--- src/rtl/lnk_beat_unit.sv ---
module lnk_beat_unit #(
  parameter int HOLD_CYC   = 3,
  parameter int PULSE_CYC  = 1,
  parameter int BEAT_CYC   = 160000,
  parameter int LT_MIN_CYC = 20000,
  parameter int LT_MAX_CYC = 500000,
  parameter int FAIL_CYC   = 1000000,
  parameter int BLINK_CYC  = 1000000
) (
  input  logic clk,
  input  logic rst_n,
  input  logic tx_en,
  input  logic tx_edge,
  input  logic rx_beat,
  input  logic rx_valid,
  output logic beat_drive,
  output logic drv_active,
  output logic link_status
);
  localparam int HW = $clog2(HOLD_CYC + 1);
  localparam int PW = $clog2(PULSE_CYC + 1);
  localparam int BW = $clog2(BEAT_CYC);
  localparam int GW = $clog2(FAIL_CYC + 1);
  localparam int KW = $clog2(BLINK_CYC);
  localparam logic [HW-1:0] HOLD_V  = HW'(HOLD_CYC);
  localparam logic [PW-1:0] PULSE_V = PW'(PULSE_CYC);
  localparam logic [BW-1:0] BEAT_END = BW'(BEAT_CYC - 1);
  localparam logic [GW-1:0] G_MIN  = GW'(LT_MIN_CYC);
  localparam logic [GW-1:0] G_MAX  = GW'(LT_MAX_CYC);
  localparam logic [GW-1:0] G_FAIL = GW'(FAIL_CYC);
  localparam logic [GW-1:0] G_ONE  = GW'(1);
  localparam logic [KW-1:0] BLK_END = KW'(BLINK_CYC - 1);

  logic [HW-1:0] hold_q;
  logic [PW-1:0] pls_q;
  logic [BW-1:0] beat_q;
  logic [GW-1:0] gap_q;
  logic [KW-1:0] blk_q;
  logic          fail_q, armed_q, phase_q;

  wire tx_act   = tx_en & tx_edge;
  wire beat_due = !tx_act && !drv_active && (beat_q == BEAT_END);
  wire early    = gap_q < G_MIN;
  wire in_win   = !early && (gap_q <= G_MAX);
  wire timeout  = gap_q == G_FAIL;

  assign drv_active  = hold_q != '0;
  assign beat_drive  = pls_q != '0;
  assign link_status = fail_q | phase_q;

  always_ff @(posedge clk) begin
    if (!rst_n)          hold_q <= '0;
    else if (tx_act)     hold_q <= HOLD_V;
    else if (drv_active) hold_q <= hold_q - 1'b1;
  end

  always_ff @(posedge clk) begin
    if (!rst_n || tx_act || drv_active || beat_due) beat_q <= '0;
    else                                            beat_q <= beat_q + 1'b1;
  end

  always_ff @(posedge clk) begin
    if (!rst_n || tx_act) pls_q <= '0;
    else if (beat_due)    pls_q <= PULSE_V;
    else if (beat_drive)  pls_q <= pls_q - 1'b1;
  end

  always_ff @(posedge clk) begin
    if (!rst_n) begin
      fail_q  <= 1'b0;
      armed_q <= 1'b0;
      gap_q   <= G_ONE;
    end else if (rx_valid) begin
      fail_q  <= 1'b0;
      armed_q <= 1'b0;
      gap_q   <= G_ONE;
    end else if (!fail_q) begin
      if (rx_beat && early) begin
        fail_q  <= 1'b1;
        armed_q <= 1'b1;
        gap_q   <= G_ONE;
      end else if (rx_beat && in_win) begin
        gap_q <= G_ONE;
      end else if (timeout) begin
        fail_q  <= 1'b1;
        armed_q <= 1'b0;
      end else begin
        gap_q <= gap_q + 1'b1;
      end
    end else if (rx_beat) begin
      if (armed_q && in_win) begin
        fail_q  <= 1'b0;
        armed_q <= 1'b0;
      end else begin
        armed_q <= 1'b1;
      end
      gap_q <= G_ONE;
    end else if (!timeout) begin
      gap_q <= gap_q + 1'b1;
    end
  end

  always_ff @(posedge clk) begin
    if (!rst_n || !rx_valid) begin
      blk_q   <= '0;
      phase_q <= 1'b0;
    end else if (blk_q == BLK_END) begin
      blk_q   <= '0;
      phase_q <= ~phase_q;
    end else begin
      blk_q <= blk_q + 1'b1;
    end
  end
endmodule

--- config.mk ---
export PLATFORM = sky130hd
export DESIGN_NAME = lnk_beat_unit
export DESIGN_NICKNAME = d
export VERILOG_FILES = /design/src/rtl/lnk_beat_unit.sv
export SDC_FILE = /design/constraint.sdc
export NUM_CORES = 1
export LEC_CHECK = 0
export BUFFER_PORTS_ARGS = -buffer_cell sky130_fd_sc_hd__buf_2
export CORE_UTILIZATION = 55
export CTS_CLUSTER_SIZE = 8
export DETAILED_ROUTE_END_ITERATION = 8
export PLACE_DENSITY_LB_ADDON = 0.08
export SLEW_MARGIN = 25
export SYNTH_ARGS = -nofsm -noshare
export SYNTH_HDL_FRONTEND = slang
export SYNTH_SLANG_ARGS = --single-unit
export TNS_END_PERCENT = 5
--- constraint.sdc ---
create_clock -name clk -period 1.61 [get_ports clk]
set_input_delay 0.0805 -clock clk [delete_from_list [all_inputs] [get_ports clk]]
set_output_delay 0.0805 -clock clk [all_outputs]
set_load 0.01 [all_outputs]
==> summary by stage <==
Route
The via count is approximately 2400. The first detailed-routing pass ran for 4 iterations. The final layout contains routed wiring with a total length of a little under 6 mm.

The average via count per standard cell is ~5.2. The average wire per standard cell is 12.5 microns. The number of routed nets with antenna violations is 0. After detailed routing, the number of remaining DRC violations is 0.

The DRC violation total after the first TritonRoute iteration is 142.

Worst setup path
The largest driver fanout on the critical path is 9. The register-to-register setup slack is -0.16 ns. The master of the slowest instance on the critical path is sky130_fd_sc_hd__or4_4. The required time at the endpoint of the critical path is between 1.5 and 2 ns. The worst setup path is captured at a flop. The largest single stage delay on the critical path is 0.54 ns. The signal on the critical path passes through or4_4 -> nor4_4 -> and3_1 -> or2_4 -> clkbuf_16 -> nor2_1. The worst setup path is launched from a flop.

The type of the setup path with the least slack is reg -> reg. STA puts the critical path data arrival time at roughly 2.0 ns.

Timing
The measured slew at the worst slew-check pin is roughly 0.37 ns. The number of slew-limit violations in the final report is 0. The final hold violation count was 0. The worst path in the final design needs a cycle of between 1.5 and 2 ns, including I/O delays and setup.

The post-route clock skew is ~0.0084 ns. In this run the tightest slew margin relative to its limit is 75.1%. Setup repair after global routing could not meet its margin everywhere. The period utilization is 110%.

Once routing completed, OpenROAD measured the worst setup slack at -0.161 ns. Setup violations remaining at the end of the flow were counted as 42. On the final layout, the worst hold slack is between 0.01 and 0.015 ns.

Timing would allow up to about 0.56 GHz.

Synthesis
The synthesized netlist devotes ~16% of its cell area to XOR and XNOR gates. The per-instance average area after synthesis is just under 9 sq um. Of the total synthesized cell area, the portion taken by AND, OR, NAND and NOR gates is roughly 30%. The total of warnings raised by yosys is 0. The synthesized netlist devotes under 10% of its cell area to compound gates. The synthesized design contains 64 register bits. The most common flop cell mapped by yosys is sky130_fd_sc_hd__dfxtp_1.

After synthesis, the largest family of logic cells by area is simple AND/OR/NAND/NOR gates. After synthesis, flip-flops and latches occupy 43.6% of the total area. In the synthesized netlist, the number of instances is 338. The total nets after synthesis is 349.

The post-synthesis async set-or-reset flop share is 0%. Multiplexer cells account for 0.725% of the synthesized area. In this run, distinct cell masters in the synthesized netlist total between 40 and 50. The post-synthesis cell area is between 2000 and 3000 sq um. Summed over its instances, the top area cell type makes up 43.6% of the synthesized netlist area. Sorting the synthesized cells by area gives the leading types as sky130_fd_sc_hd__dfxtp_1 (44%), sky130_fd_sc_hd__xor2_1 (9.5%), sky130_fd_sc_hd__nor2_1 (9.3%).

The largest area contributor in the netlist is sky130_fd_sc_hd__dfxtp_1. The synthesized-area fraction occupied by adder cells is roughly 2.1%. Yosys mapped a number of flops with a built-in enable equal to 0.

Pwr
The share of total power in combinational logic is approximately 9.0%. Dividing total power by cell area gives a power density of 844 nW/um^2. Of the total power, registers draw 53.7%. The clock network is responsible for 37.3% of the overall power. The static power due to leakage is roughly 1.3 nW. In this run the power spent charging and discharging nets is around 0.00071 W. Overall power consumption after layout is estimated at ~0.0031 W. The worst voltage drop across the vdd grid is between 0.6 and 0.7 mV. The internal portion of the total power is 0.00234 W. Of the total power, the share spent switching nets is 23.4%.

Final layout
Summing all non-filler instances in the final layout gives an area of around 3600 sq um. For this run, the post-layout net count is 405. The number of antenna diodes in the final layout is 0. The share of final-layout standard cells stronger than drive strength 1 is ~22%. The layout has 428 filler cells. The core utilization of the finished layout is between 70% and 80%.

Relative to the synthesized area, the layout overhead comes to 23.2%.

Global routing
In the global route stage, overall resource usage came out at between 20% and 30%. The number of global-route vias before repair was about 2100. The number of antenna violations at the first check in global routing was 0. The first-pass GRT wire length is about 9.3 mm. The pin count of the biggest net entering global routing is 20. For this run the aggregate overflow at the end of global routing stands at 0.

Floorplanning
The height of the chip is roughly 75 microns. The die is 75.1 microns wide. The total I/O pin count is 9. The initialized floorplan defines 26 standard-cell rows. The die covers ~5600 sq um.

For this configuration, the core starts out at a cell density of between 50% and 60%. The floorplan step defined a core boundary enclosing 5110 sq um.

Clock tree
The number of levels in the clock H-tree is 3. The number of sinks handled by clock tree synthesis is 64. For the worst-skew pair, the clock arrives at the later sink with an insertion delay of roughly 0.34 ns. Buffers added to address setup during post-CTS repair amount to 0. In this run, CTS created clock tree buffers numbering 9. The root buffer selected by CTS is sky130_fd_sc_hd__clkbuf_8. TritonCTS built the clock tree. The clock-pin slew on the worst setup and hold paths is around 0.060 ns. No sink is reached through more buffers than the 2 on the longest clock path.

Flow run
Across the run, the number of max-cap violations was 0.

Outcome
The checks that failed: setup timing. The run finished, with violations left.

Place
Summed over all nets, the half-perimeter wirelength after detailed placement is ~4 mm. OpenSTA, run right after detailed placement, puts the worst setup slack at -0.164 ns. The count of buffers added on input and output ports is 8. The placed cell area is 3360 sq um.

The weighted congestion reported at the end of routability-driven placement is roughly 0.84.

Hold path
The worst hold path belongs to the class in -> reg.
## cells by family after synthesis
group                      count (synthesis)
AOI/OAI and AO/OA                         16
xor gates and xnor gates                  54
adders and majority gates                  5
buffers and inverters                     18
DFF                                       64
muxes                                      2
and+or+nand+nor                          179
## per-layer routing
layer	vias up	share of wire (%)	routed length (microns)	GRT usage, %
met5	-	0	0	0
met4	0	1.3	78	6.29
met3	8	3.5	204	8.03
met2	35	47	2740	33.9
met1	1128	48	2820	29.1
li1	1258	-	-	-
## stage by stage
step,instances,TNS (ns)
3_5_place_dp,452,-4.19
4_1_cts,466,-5.42
3_3_place_gp,452,-2.29
6_report,467,-4.82
5_1_grt,467,-8.32
2_1_floorplan,338,-2.25
## repair_timing
| action | CTS | global route |
|---|---|---|
| setup endpoints to repair | 42 | 60 |
| hold buffers | 0 | 0 |
| pin swaps | 10 | 8 |
| gates resized for setup | 4 | 16 |
| cloned | 0 | 1 |
## placed cells by master, fill, tap and decap left out, drive strengths merged, types with 2 or more instances in the layout
cell / n
nor4: 10
nor4b: 2
clkbuf: 14
dfxtp: 64
a32oi: 2
or4: 4
nand2: 28
nor3: 3
a31oi: 2
nor2: 73
xor2: 32
inv: 11
or2: 3
and4: 3
nand3b: 3
o21ai: 2
ha: 5
nand4: 12
a21boi: 3
xnor2: 22
a21oi: 2
nand3: 23
nand2b: 2
buf: 51
and3: 10
## sequential cells by signal, indices dropped and copies added (netlist names)
signal	count
armed_q	1
beat_drive	1
beat_q	18
blk_q	20
fail_q	1
gap_q	20
hold_q	2
phase_q	1
## power groups by stage
stage          Combinational [W]  Sequential [W]  Clock (W)
3_5_place_dp            0.000252         0.00167          0
6_report                0.000275         0.00164    0.00114
5_1_grt                 0.000313         0.00165    0.00124
2_1_floorplan           0.000167         0.00167          0
4_1_cts                 0.000255         0.00164    0.00116
3_3_place_gp            0.000249         0.00167          0
## path summary, 6_finish.rpt
path                            startpoint         end  depth (start not counted)
worst min register to register   beat_q[0]   beat_q[0]                          1
worst min-delay path                 rst_n  beat_drive                          3
worst max register to register    blk_q[8]    blk_q[4]                          6
worst max-delay path              blk_q[8]    blk_q[4]                          6
## synthesized netlist by cell type, drive strengths merged (3+ instances only)
library cell and instances:
nand3 23, nor4 10, inv 11, and4 3, nor2 73, xor2 32, dfxtp 64, or2 3
xnor2 22, nand4 12, a21boi 3, nand2 28, and3 10, ha 5, buf 4, or4 4
nand3b 3, nor3 3, clkbuf 3
## layout make-up
type	count	area, sq um	area share (%)
Clock buffer	13	149	4.12
Clock inverter	1	5.00	0.138
Inverter	11	41.3	1.14
Multi-Input combinational cell	256	1630	45.1
Sequential cell	64	1290	35.6
Tap cell	70	87.6	2.42
Timing Repair Buffer	52	417	11.5
## critical path: cells and delay by family, from the launching register on
kind	cells	cell delay, ns
flops	1	0.33
buf+inv	1	0.15
simple gates	5	1.18
(Power assumes the default switching activity.)
